==> src/rtl/awb_pkg.sv <==
package awb_pkg;
  typedef enum logic [2:0] {
    ST_IDLE,
    ST_SETUP,
    ST_ACCESS,
    ST_ERR1,
    ST_ERR2
  } awb_state_e;

  localparam logic [2:0] HSIZE_WORD = 3'b010;
endpackage

==> src/rtl/awb_addr_stage.sv <==
module awb_addr_stage
  import awb_pkg::*;
#(
  parameter int HADDR_W = 32,
  parameter int PADDR_W = 16
) (
  input  logic               clk_i,
  input  logic               rst_ni,
  input  logic               hsel_i,
  input  logic [HADDR_W-1:0] haddr_i,
  input  logic [1:0]         htrans_i,
  input  logic               hwrite_i,
  input  logic [2:0]         hsize_i,
  input  logic               hready_i,
  input  logic               accept_i,
  output logic               start_o,
  output logic               bad_o,
  output logic [PADDR_W-1:0] paddr_o,
  output logic               pwrite_o
);
  logic xfer, legal;
  logic [PADDR_W-1:0] paddr_q;
  logic pwrite_q;

  assign xfer    = hsel_i & hready_i & htrans_i[1] & accept_i;
  assign legal   = (hsize_i == HSIZE_WORD) && (haddr_i[1:0] == 2'b00);
  assign start_o = xfer & legal;
  assign bad_o   = xfer & ~legal;

  always_ff @(posedge clk_i or negedge rst_ni) begin
    if (!rst_ni) begin
      paddr_q  <= '0;
      pwrite_q <= 1'b0;
    end else if (start_o) begin
      paddr_q  <= haddr_i[PADDR_W-1:0];
      pwrite_q <= hwrite_i;
    end
  end

  assign paddr_o  = paddr_q;
  assign pwrite_o = pwrite_q;
endmodule

==> src/rtl/awb_slot_mux.sv <==
module awb_slot_mux #(
  parameter int SLOT_W = 4,
  parameter int DATA_W = 32,
  localparam int NSLOT = 1 << SLOT_W
) (
  input  logic [SLOT_W-1:0]       slot_i,
  input  logic                    active_i,
  input  logic [NSLOT*DATA_W-1:0] prdata_i,
  input  logic [NSLOT-1:0]        pready_i,
  input  logic [NSLOT-1:0]        pslverr_i,
  output logic [NSLOT-1:0]        psel_o,
  output logic [DATA_W-1:0]       prdata_o,
  output logic                    pready_o,
  output logic                    pslverr_o
);
  for (genvar g = 0; g < NSLOT; g++) begin : g_sel
    assign psel_o[g] = active_i && (slot_i == SLOT_W'(g));
  end

  assign prdata_o  = prdata_i[slot_i*DATA_W +: DATA_W];
  assign pready_o  = pready_i[slot_i];
  assign pslverr_o = pslverr_i[slot_i];
endmodule

==> src/rtl/awb_ctrl.sv <==
module awb_ctrl
  import awb_pkg::*;
#(
  parameter int DATA_W   = 32,
  parameter int MAX_WAIT = 16,
  localparam int WAIT_W  = $clog2(MAX_WAIT + 1)
) (
  input  logic              clk_i,
  input  logic              rst_ni,
  input  logic              start_i,
  input  logic              bad_i,
  input  logic              pwrite_i,
  input  logic              pready_i,
  input  logic              pslverr_i,
  input  logic [DATA_W-1:0] prdata_i,
  output logic              accept_o,
  output logic              apb_active_o,
  output logic              penable_o,
  output logic              hreadyout_o,
  output logic              hresp_o,
  output logic [DATA_W-1:0] hrdata_o
);
  localparam logic [WAIT_W-1:0] WAIT_LAST = WAIT_W'(MAX_WAIT - 1);

  awb_state_e state_q, state_d;
  logic [WAIT_W-1:0] wait_q;
  logic [DATA_W-1:0] hrdata_q;

  always_comb begin
    state_d = state_q;
    unique case (state_q)
      ST_IDLE, ST_ERR2: begin
        if (start_i)    state_d = ST_SETUP;
        else if (bad_i) state_d = ST_ERR1;
        else            state_d = ST_IDLE;
      end
      ST_SETUP:  state_d = ST_ACCESS;
      ST_ACCESS: begin
        if (pready_i)               state_d = pslverr_i ? ST_ERR1 : ST_IDLE;
        else if (wait_q == WAIT_LAST) state_d = ST_ERR1;
      end
      ST_ERR1:   state_d = ST_ERR2;
      default:   state_d = ST_IDLE;
    endcase
  end

  always_ff @(posedge clk_i or negedge rst_ni) begin
    if (!rst_ni) begin
      state_q  <= ST_IDLE;
      wait_q   <= '0;
      hrdata_q <= '0;
    end else begin
      state_q <= state_d;
      if (state_q == ST_SETUP)       wait_q <= '0;
      else if (state_q == ST_ACCESS) wait_q <= wait_q + 1'b1;
      if (state_q == ST_ACCESS && pready_i && !pslverr_i && !pwrite_i)
        hrdata_q <= prdata_i;
    end
  end

  // all AHB-facing outputs are pure state decodes: no input-to-output path
  assign accept_o     = (state_q == ST_IDLE) || (state_q == ST_ERR2);
  assign hreadyout_o  = accept_o;
  assign hresp_o      = (state_q == ST_ERR1) || (state_q == ST_ERR2);
  assign apb_active_o = (state_q == ST_SETUP) || (state_q == ST_ACCESS);
  assign penable_o    = (state_q == ST_ACCESS);
  assign hrdata_o     = hrdata_q;
endmodule

==> src/rtl/awb_bridge.sv <==
module awb_bridge #(
  parameter int HADDR_W  = 32,
  parameter int DATA_W   = 32,
  parameter int SLOT_W   = 4,
  parameter int SLOT_AW  = 12,
  parameter int MAX_WAIT = 16,
  localparam int NSLOT   = 1 << SLOT_W,
  localparam int PADDR_W = SLOT_W + SLOT_AW
) (
  input  logic                    clk_i,
  input  logic                    rst_ni,
  input  logic                    hsel_i,
  input  logic [HADDR_W-1:0]      haddr_i,
  input  logic [1:0]              htrans_i,
  input  logic                    hwrite_i,
  input  logic [2:0]              hsize_i,
  input  logic [DATA_W-1:0]       hwdata_i,
  input  logic                    hready_i,
  output logic [DATA_W-1:0]       hrdata_o,
  output logic                    hreadyout_o,
  output logic                    hresp_o,
  output logic [PADDR_W-1:0]      paddr_o,
  output logic [NSLOT-1:0]        psel_o,
  output logic                    penable_o,
  output logic                    pwrite_o,
  output logic [DATA_W-1:0]       pwdata_o,
  input  logic [NSLOT*DATA_W-1:0] prdata_i,
  input  logic [NSLOT-1:0]        pready_i,
  input  logic [NSLOT-1:0]        pslverr_i
);
  logic accept, start, bad, apb_active;
  logic sel_ready, sel_err;
  logic [DATA_W-1:0] sel_rdata;

  awb_addr_stage #(.HADDR_W(HADDR_W), .PADDR_W(PADDR_W)) u_addr (
    .clk_i    (clk_i),
    .rst_ni   (rst_ni),
    .hsel_i   (hsel_i),
    .haddr_i  (haddr_i),
    .htrans_i (htrans_i),
    .hwrite_i (hwrite_i),
    .hsize_i  (hsize_i),
    .hready_i (hready_i),
    .accept_i (accept),
    .start_o  (start),
    .bad_o    (bad),
    .paddr_o  (paddr_o),
    .pwrite_o (pwrite_o)
  );

  awb_slot_mux #(.SLOT_W(SLOT_W), .DATA_W(DATA_W)) u_mux (
    .slot_i    (paddr_o[PADDR_W-1 -: SLOT_W]),
    .active_i  (apb_active),
    .prdata_i  (prdata_i),
    .pready_i  (pready_i),
    .pslverr_i (pslverr_i),
    .psel_o    (psel_o),
    .prdata_o  (sel_rdata),
    .pready_o  (sel_ready),
    .pslverr_o (sel_err)
  );

  awb_ctrl #(.DATA_W(DATA_W), .MAX_WAIT(MAX_WAIT)) u_ctrl (
    .clk_i        (clk_i),
    .rst_ni       (rst_ni),
    .start_i      (start),
    .bad_i        (bad),
    .pwrite_i     (pwrite_o),
    .pready_i     (sel_ready),
    .pslverr_i    (sel_err),
    .prdata_i     (sel_rdata),
    .accept_o     (accept),
    .apb_active_o (apb_active),
    .penable_o    (penable_o),
    .hreadyout_o  (hreadyout_o),
    .hresp_o      (hresp_o),
    .hrdata_o     (hrdata_o)
  );

  // master holds hwdata while hreadyout_o is low, so it is stable across the APB transfer
  assign pwdata_o = hwdata_i;
endmodule

==> config.mk <==
export PLATFORM = sky130hd
export DESIGN_NAME = awb_bridge
export DESIGN_NICKNAME = d
export VERILOG_FILES = /design/src/rtl/awb_pkg.sv /design/src/rtl/awb_addr_stage.sv /design/src/rtl/awb_slot_mux.sv /design/src/rtl/awb_ctrl.sv /design/src/rtl/awb_bridge.sv
export SDC_FILE = /design/constraint.sdc
export NUM_CORES = 1
export LEC_CHECK = 0
export CAP_MARGIN = 20
export CORE_AREA = 5 5 280 282
export CTS_BUF_LIST = sky130_fd_sc_hd__clkbuf_4
export CTS_CLUSTER_SIZE = 30
export DETAILED_ROUTE_END_ITERATION = 6
export DIE_AREA = 0 0 285 287
export DONT_BUFFER_PORTS = 1
export PLACE_DENSITY_LB_ADDON = 0.3
export RECOVER_POWER = 100
export SLEW_MARGIN = 20
export SYNTH_ARGS = -nofsm -noshare
export SYNTH_HDL_FRONTEND = slang
export SYNTH_SLANG_ARGS = --single-unit
==> constraint.sdc <==
create_clock -name clk_i -period 2.4 [get_ports clk_i]
set_input_delay 0.24 -clock clk_i [delete_from_list [all_inputs] [get_ports clk_i]]
set_output_delay 0.24 -clock clk_i [all_outputs]
set_load 0.01 [all_outputs]
==> results.md <==
Synth:
- Sorting the synthesized cells by how often they occur yields 163 x sky130_fd_sc_hd__mux4_2, 57 x sky130_fd_sc_hd__dfrtp_1, 44 x sky130_fd_sc_hd__buf_4.
- The sequential fraction of the synthesis area is 0.209.
- By area the synthesized netlist is led by sky130_fd_sc_hd__mux4_2 54%, sky130_fd_sc_hd__dfrtp_1 21%, sky130_fd_sc_hd__mux2_4 6.6%.
- The most used flip-flop cell after synthesis is sky130_fd_sc_hd__dfrtp_1.
- The number of enable flip-flop cells after synthesis is 0.
- The gate count after technology mapping is 443.
- The net count after synthesis is 1063.
- The biggest area contributor in the post-synthesis netlist is sky130_fd_sc_hd__mux4_2.
- The area share of the largest cell type after synthesis is 0.537.
- The number of synthesized register bits is 57.
- The most frequent cell after synthesis is sky130_fd_sc_hd__mux4_2.
- The cell area that synthesis handed to floorplanning was 0.00683 sq mm.
- Counting flops with an async set or reset pin after synthesis yields a share of 1.00.
- For this run, the number of Yosys warnings is 0.
- In this run the mean area of a mapped cell was 15.4 sq um.
- The number of distinct standard cells referenced by the synthesized netlist is 42.

Route:
- The via count normalized by instance count is 3.56.
- After detailed routing, the average wire length per cell comes to 29.9 um.
- The number of DRC violations after detailed-routing iteration 0 is 339.
- The DRC violation count after routing is 0.
- The final antenna-violating net count is 0.
- The number of detailed-routing iterations run before antenna repair is 5.
- The total wire length is 43000 um.
- The routed layout has 5120 vias.

Clock network:
- The clock edge transition at the registers on the reported setup and hold paths is 0.14 ns.
- The clock latency reported for the late side of the worst-skew pair is 0.53 ns.
- Clock tree synthesis found a total of 57 sinks.
- TritonCTS built the clock tree.
- The count of H-tree levels built during CTS is 3.
- The number of clock buffers added by TritonCTS is 9.
- In this run the deepest clock path goes through 2 buffers.
- The CTS root buffer is sky130_fd_sc_hd__clkbuf_4.

Pwr:
- For this design the ratio of total power to cell area is 635 mW/mm^2.
- The leakage power is 0.00266 uW.
- The total power is 5610 uW.
- IR analysis of the VDD net gives a maximum drop of 0.000248 V.

Timing:
- After layout, the worst setup slack is -0.0532 ns.
- The actual transition at the worst max-transition pin is 0.945 ns.
- Setup repair after global routing could not meet its margin everywhere.
- The number of pins with negative max-slew slack in the final report is 0.
- Setup violations remaining at the end of the flow were counted as 32.
- The normalized max-slew margin is 0.370.
- Across the routed clock network, the largest skew measured is 0.0312 ns.
- Derived from the worst setup path, the maximum achievable clock frequency is 408 MHz.
- The number of failing hold endpoints at the final stage is 0.
- The minimum clock period after layout is 2.45 ns.
- The worst-case hold slack is 0.193 ns.
- Of the available clock period, the critical path in the final layout requires 1.02.

Setup path:
- The type of destination of the critical path is a register.
- The startpoint-to-endpoint class of the critical path is register to register.
- The data required time at the worst endpoint is 2.83 ns.
- The arrival time of the worst setup path is 2.88 ns.
- The setup check on the worst reg-to-reg path leaves a slack of -0.05 ns.
- STA classifies the critical path startpoint as a register.
- The worst register-to-register path ends at u_ctrl.hrdata_o[23]$_DFFE_PN0P_.
- The depth of the worst register-to-register path is 7.
- In this run the critical register-to-register path is launched from u_addr.paddr_o[12]$_DFFE_PN0P_.
- The maximum fanout along the worst path is 14.

Final layout:
- Compared with the post-synthesis result, the final layout area differs by 29.5%.
- The share of the core filled with cells is 0.117.
- The net count of the finished layout is 1062.
- The post-route cell area is 0.00885 sq mm.
- In the final layout, the share of cells above drive strength 1 is 0.685.

Floorplanning:
- The height of the chip is 287 um.
- The standard-cell row count is 101.
- The horizontal die dimension is 285 um.
- Pin placement for this block handled 718 I/O pins.
- The core footprint is 0.0754 sq mm.
- The floorplan step defined a die boundary enclosing 0.0818 sq mm.
- For this configuration, the core starts out at a cell density of 0.0906.

Place:
- The cell area after placement is 0.00786 sq mm.
- Detailed placement finished with a half-perimeter wire length of 35600 um.
- The number of buffer cells added on primary ports is 0.
- The final RePlAce weighted congestion is 0.835.

Global routing:
- The global-route wire length before repair is 52400 um.
- For this run the aggregate overflow at the end of global routing stands at 0.
- The maximum number of pins on one net before global-route repair is 75.
- The initial antenna violation count is 26.
- The combined global-route utilization of all metal layers is 0.0954.
- The number of global-route vias before repair is 5487.

Hold path:
- The end point of the worst hold path is u_ctrl.state_q[0]$_DFFE_PN0P_.
- Along the worst hold path, the cell count comes to 3.
- The worst hold path begins at pready_i[6].
- The worst hold path belongs to the class input port to register.

Run status:
- The final reports fail on setup timing.
- The run finished, with violations left.

Run:
- The max capacitance violation total is 0.
[report_power, final]
part	internal, uW	switching, uW	leakage [uW]
logic	1610	1130	0.00186
registers	1310	601	0.000717
clock network	421	543	0.0000840
total	3340	2270	0.00266
[cell usage in the layout (no fill, tap or decap), types with 3 or more instances in the layout]
master                          synthesis  final
sky130_fd_sc_hd__mux2i_1                6      6
sky130_fd_sc_hd__nor2_1                19      6
sky130_fd_sc_hd__buf_16                 0      7
sky130_fd_sc_hd__dfrtp_4                0      4
sky130_fd_sc_hd__mux4_2               163    163
sky130_fd_sc_hd__buf_6                  5      4
sky130_fd_sc_hd__buf_12                 0     10
sky130_fd_sc_hd__nand2_2                0      3
sky130_fd_sc_hd__buf_4                 44     23
sky130_fd_sc_hd__o21ai_0                6      5
sky130_fd_sc_hd__clkbuf_4               0      9
sky130_fd_sc_hd__nand2_1               10      7
sky130_fd_sc_hd__nor3_4                 0      3
sky130_fd_sc_hd__mux2_2                11      9
sky130_fd_sc_hd__nor2_2                 0     12
sky130_fd_sc_hd__mux2_1                 9      9
sky130_fd_sc_hd__mux2_4                30     32
sky130_fd_sc_hd__nand2b_1               5      3
sky130_fd_sc_hd__diode_2                0     13
sky130_fd_sc_hd__dlygate4sd3_1          0     20
sky130_fd_sc_hd__dfrtp_1               57     53
sky130_fd_sc_hd__nor2b_1                3      3
[critical path: stages (launching register included)]
cell                      delay, ns
sky130_fd_sc_hd__dfrtp_4       0.58
sky130_fd_sc_hd__buf_6         0.16
sky130_fd_sc_hd__nor2b_1       0.12
sky130_fd_sc_hd__a221o_1       0.33
sky130_fd_sc_hd__or3_4         0.37
sky130_fd_sc_hd__o22a_4        0.31
sky130_fd_sc_hd__buf_12        0.18
sky130_fd_sc_hd__mux2_4        0.31
[cell type report]
cell class | instances | area [sq um]
tap | 978 | 1220
fill | 8439 | 66600
sequential | 57 | 1440
clock inverter | 7 | 93.8
clock buffer | 9 | 67.6
inverter | 4 | 15.0
antenna | 13 | 32.5
timing repair buffer | 70 | 878
multi-input combinational | 300 | 5090
[how the worst max path moves through the flow]
stage	startpoint	endpoint	slack, ns
5_1_grt	u_addr.paddr_o[13]$_DFFE_PN0P_	u_ctrl.hrdata_o[13]$_DFFE_PN0P_	-0.13
3_3_place_gp	u_addr.paddr_o[12]$_DFFE_PN0P_	u_ctrl.hrdata_o[23]$_DFFE_PN0P_	-0.11
4_1_cts	u_addr.paddr_o[13]$_DFFE_PN0P_	u_ctrl.hrdata_o[7]$_DFFE_PN0P_	-0.12
6_report	u_addr.paddr_o[12]$_DFFE_PN0P_	u_ctrl.hrdata_o[23]$_DFFE_PN0P_	-0.05
2_1_floorplan	u_addr.paddr_o[13]$_DFFE_PN0P_	u_ctrl.hrdata_o[0]$_DFFE_PN0P_	0.005
3_5_place_dp	u_addr.paddr_o[12]$_DFFE_PN0P_	u_ctrl.hrdata_o[22]$_DFFE_PN0P_	-0.12
[through the flow]
stage,setup slack (ns),std cells,setup TNS (ns)
2_1_floorplan,0.00486,443,0
3_3_place_gp,-0.109,1367,-2.20
3_5_place_dp,-0.121,1367,-2.55
4_1_cts,-0.118,1417,-1.99
5_1_grt,-0.125,1432,-3.15
6_report,-0.0532,1438,-1.14
[cell families after synthesis]
group | after synthesis | share of synthesized area
compound gates | 21 | 0.0229
xor+xnor | 1 | 0.00128
fa+ha+maj | 2 | 0.00366
buf+inv | 86 | 0.0778
flops | 57 | 0.209
mux | 219 | 0.645
simple gates | 57 | 0.0408
[registers in the layout, indices dropped and copies added, names as in the netlist]
register,cells
u_addr.paddr_o,16
u_addr.pwrite_o,1
u_ctrl.hrdata_o,32
u_ctrl.state_q,3
u_ctrl.wait_q,5
[layer usage]
metal	global-route usage	vias to the layer above	wire, um
met5	0	-	94
met4	0.0369	14	1660
met3	0.0513	72	5130
met2	0.154	538	20200
met1	0.106	2611	15900
li1	-	1885	-
[timing repair]
| action | 4_1_cts | 5_1_grt |
|---|---|---|
| cloned | 3 | 2 |
| hold buffers | 21 | 0 |
| setup endpoints to repair | 47 | 48 |
| resized for setup | 37 | 33 |
| hold endpoints to repair | 74 | 0 |
| setup buffers | 10 | 7 |
| pin swaps | 1 | 9 |
Note: power is estimated with default switching activity, not from simulation.
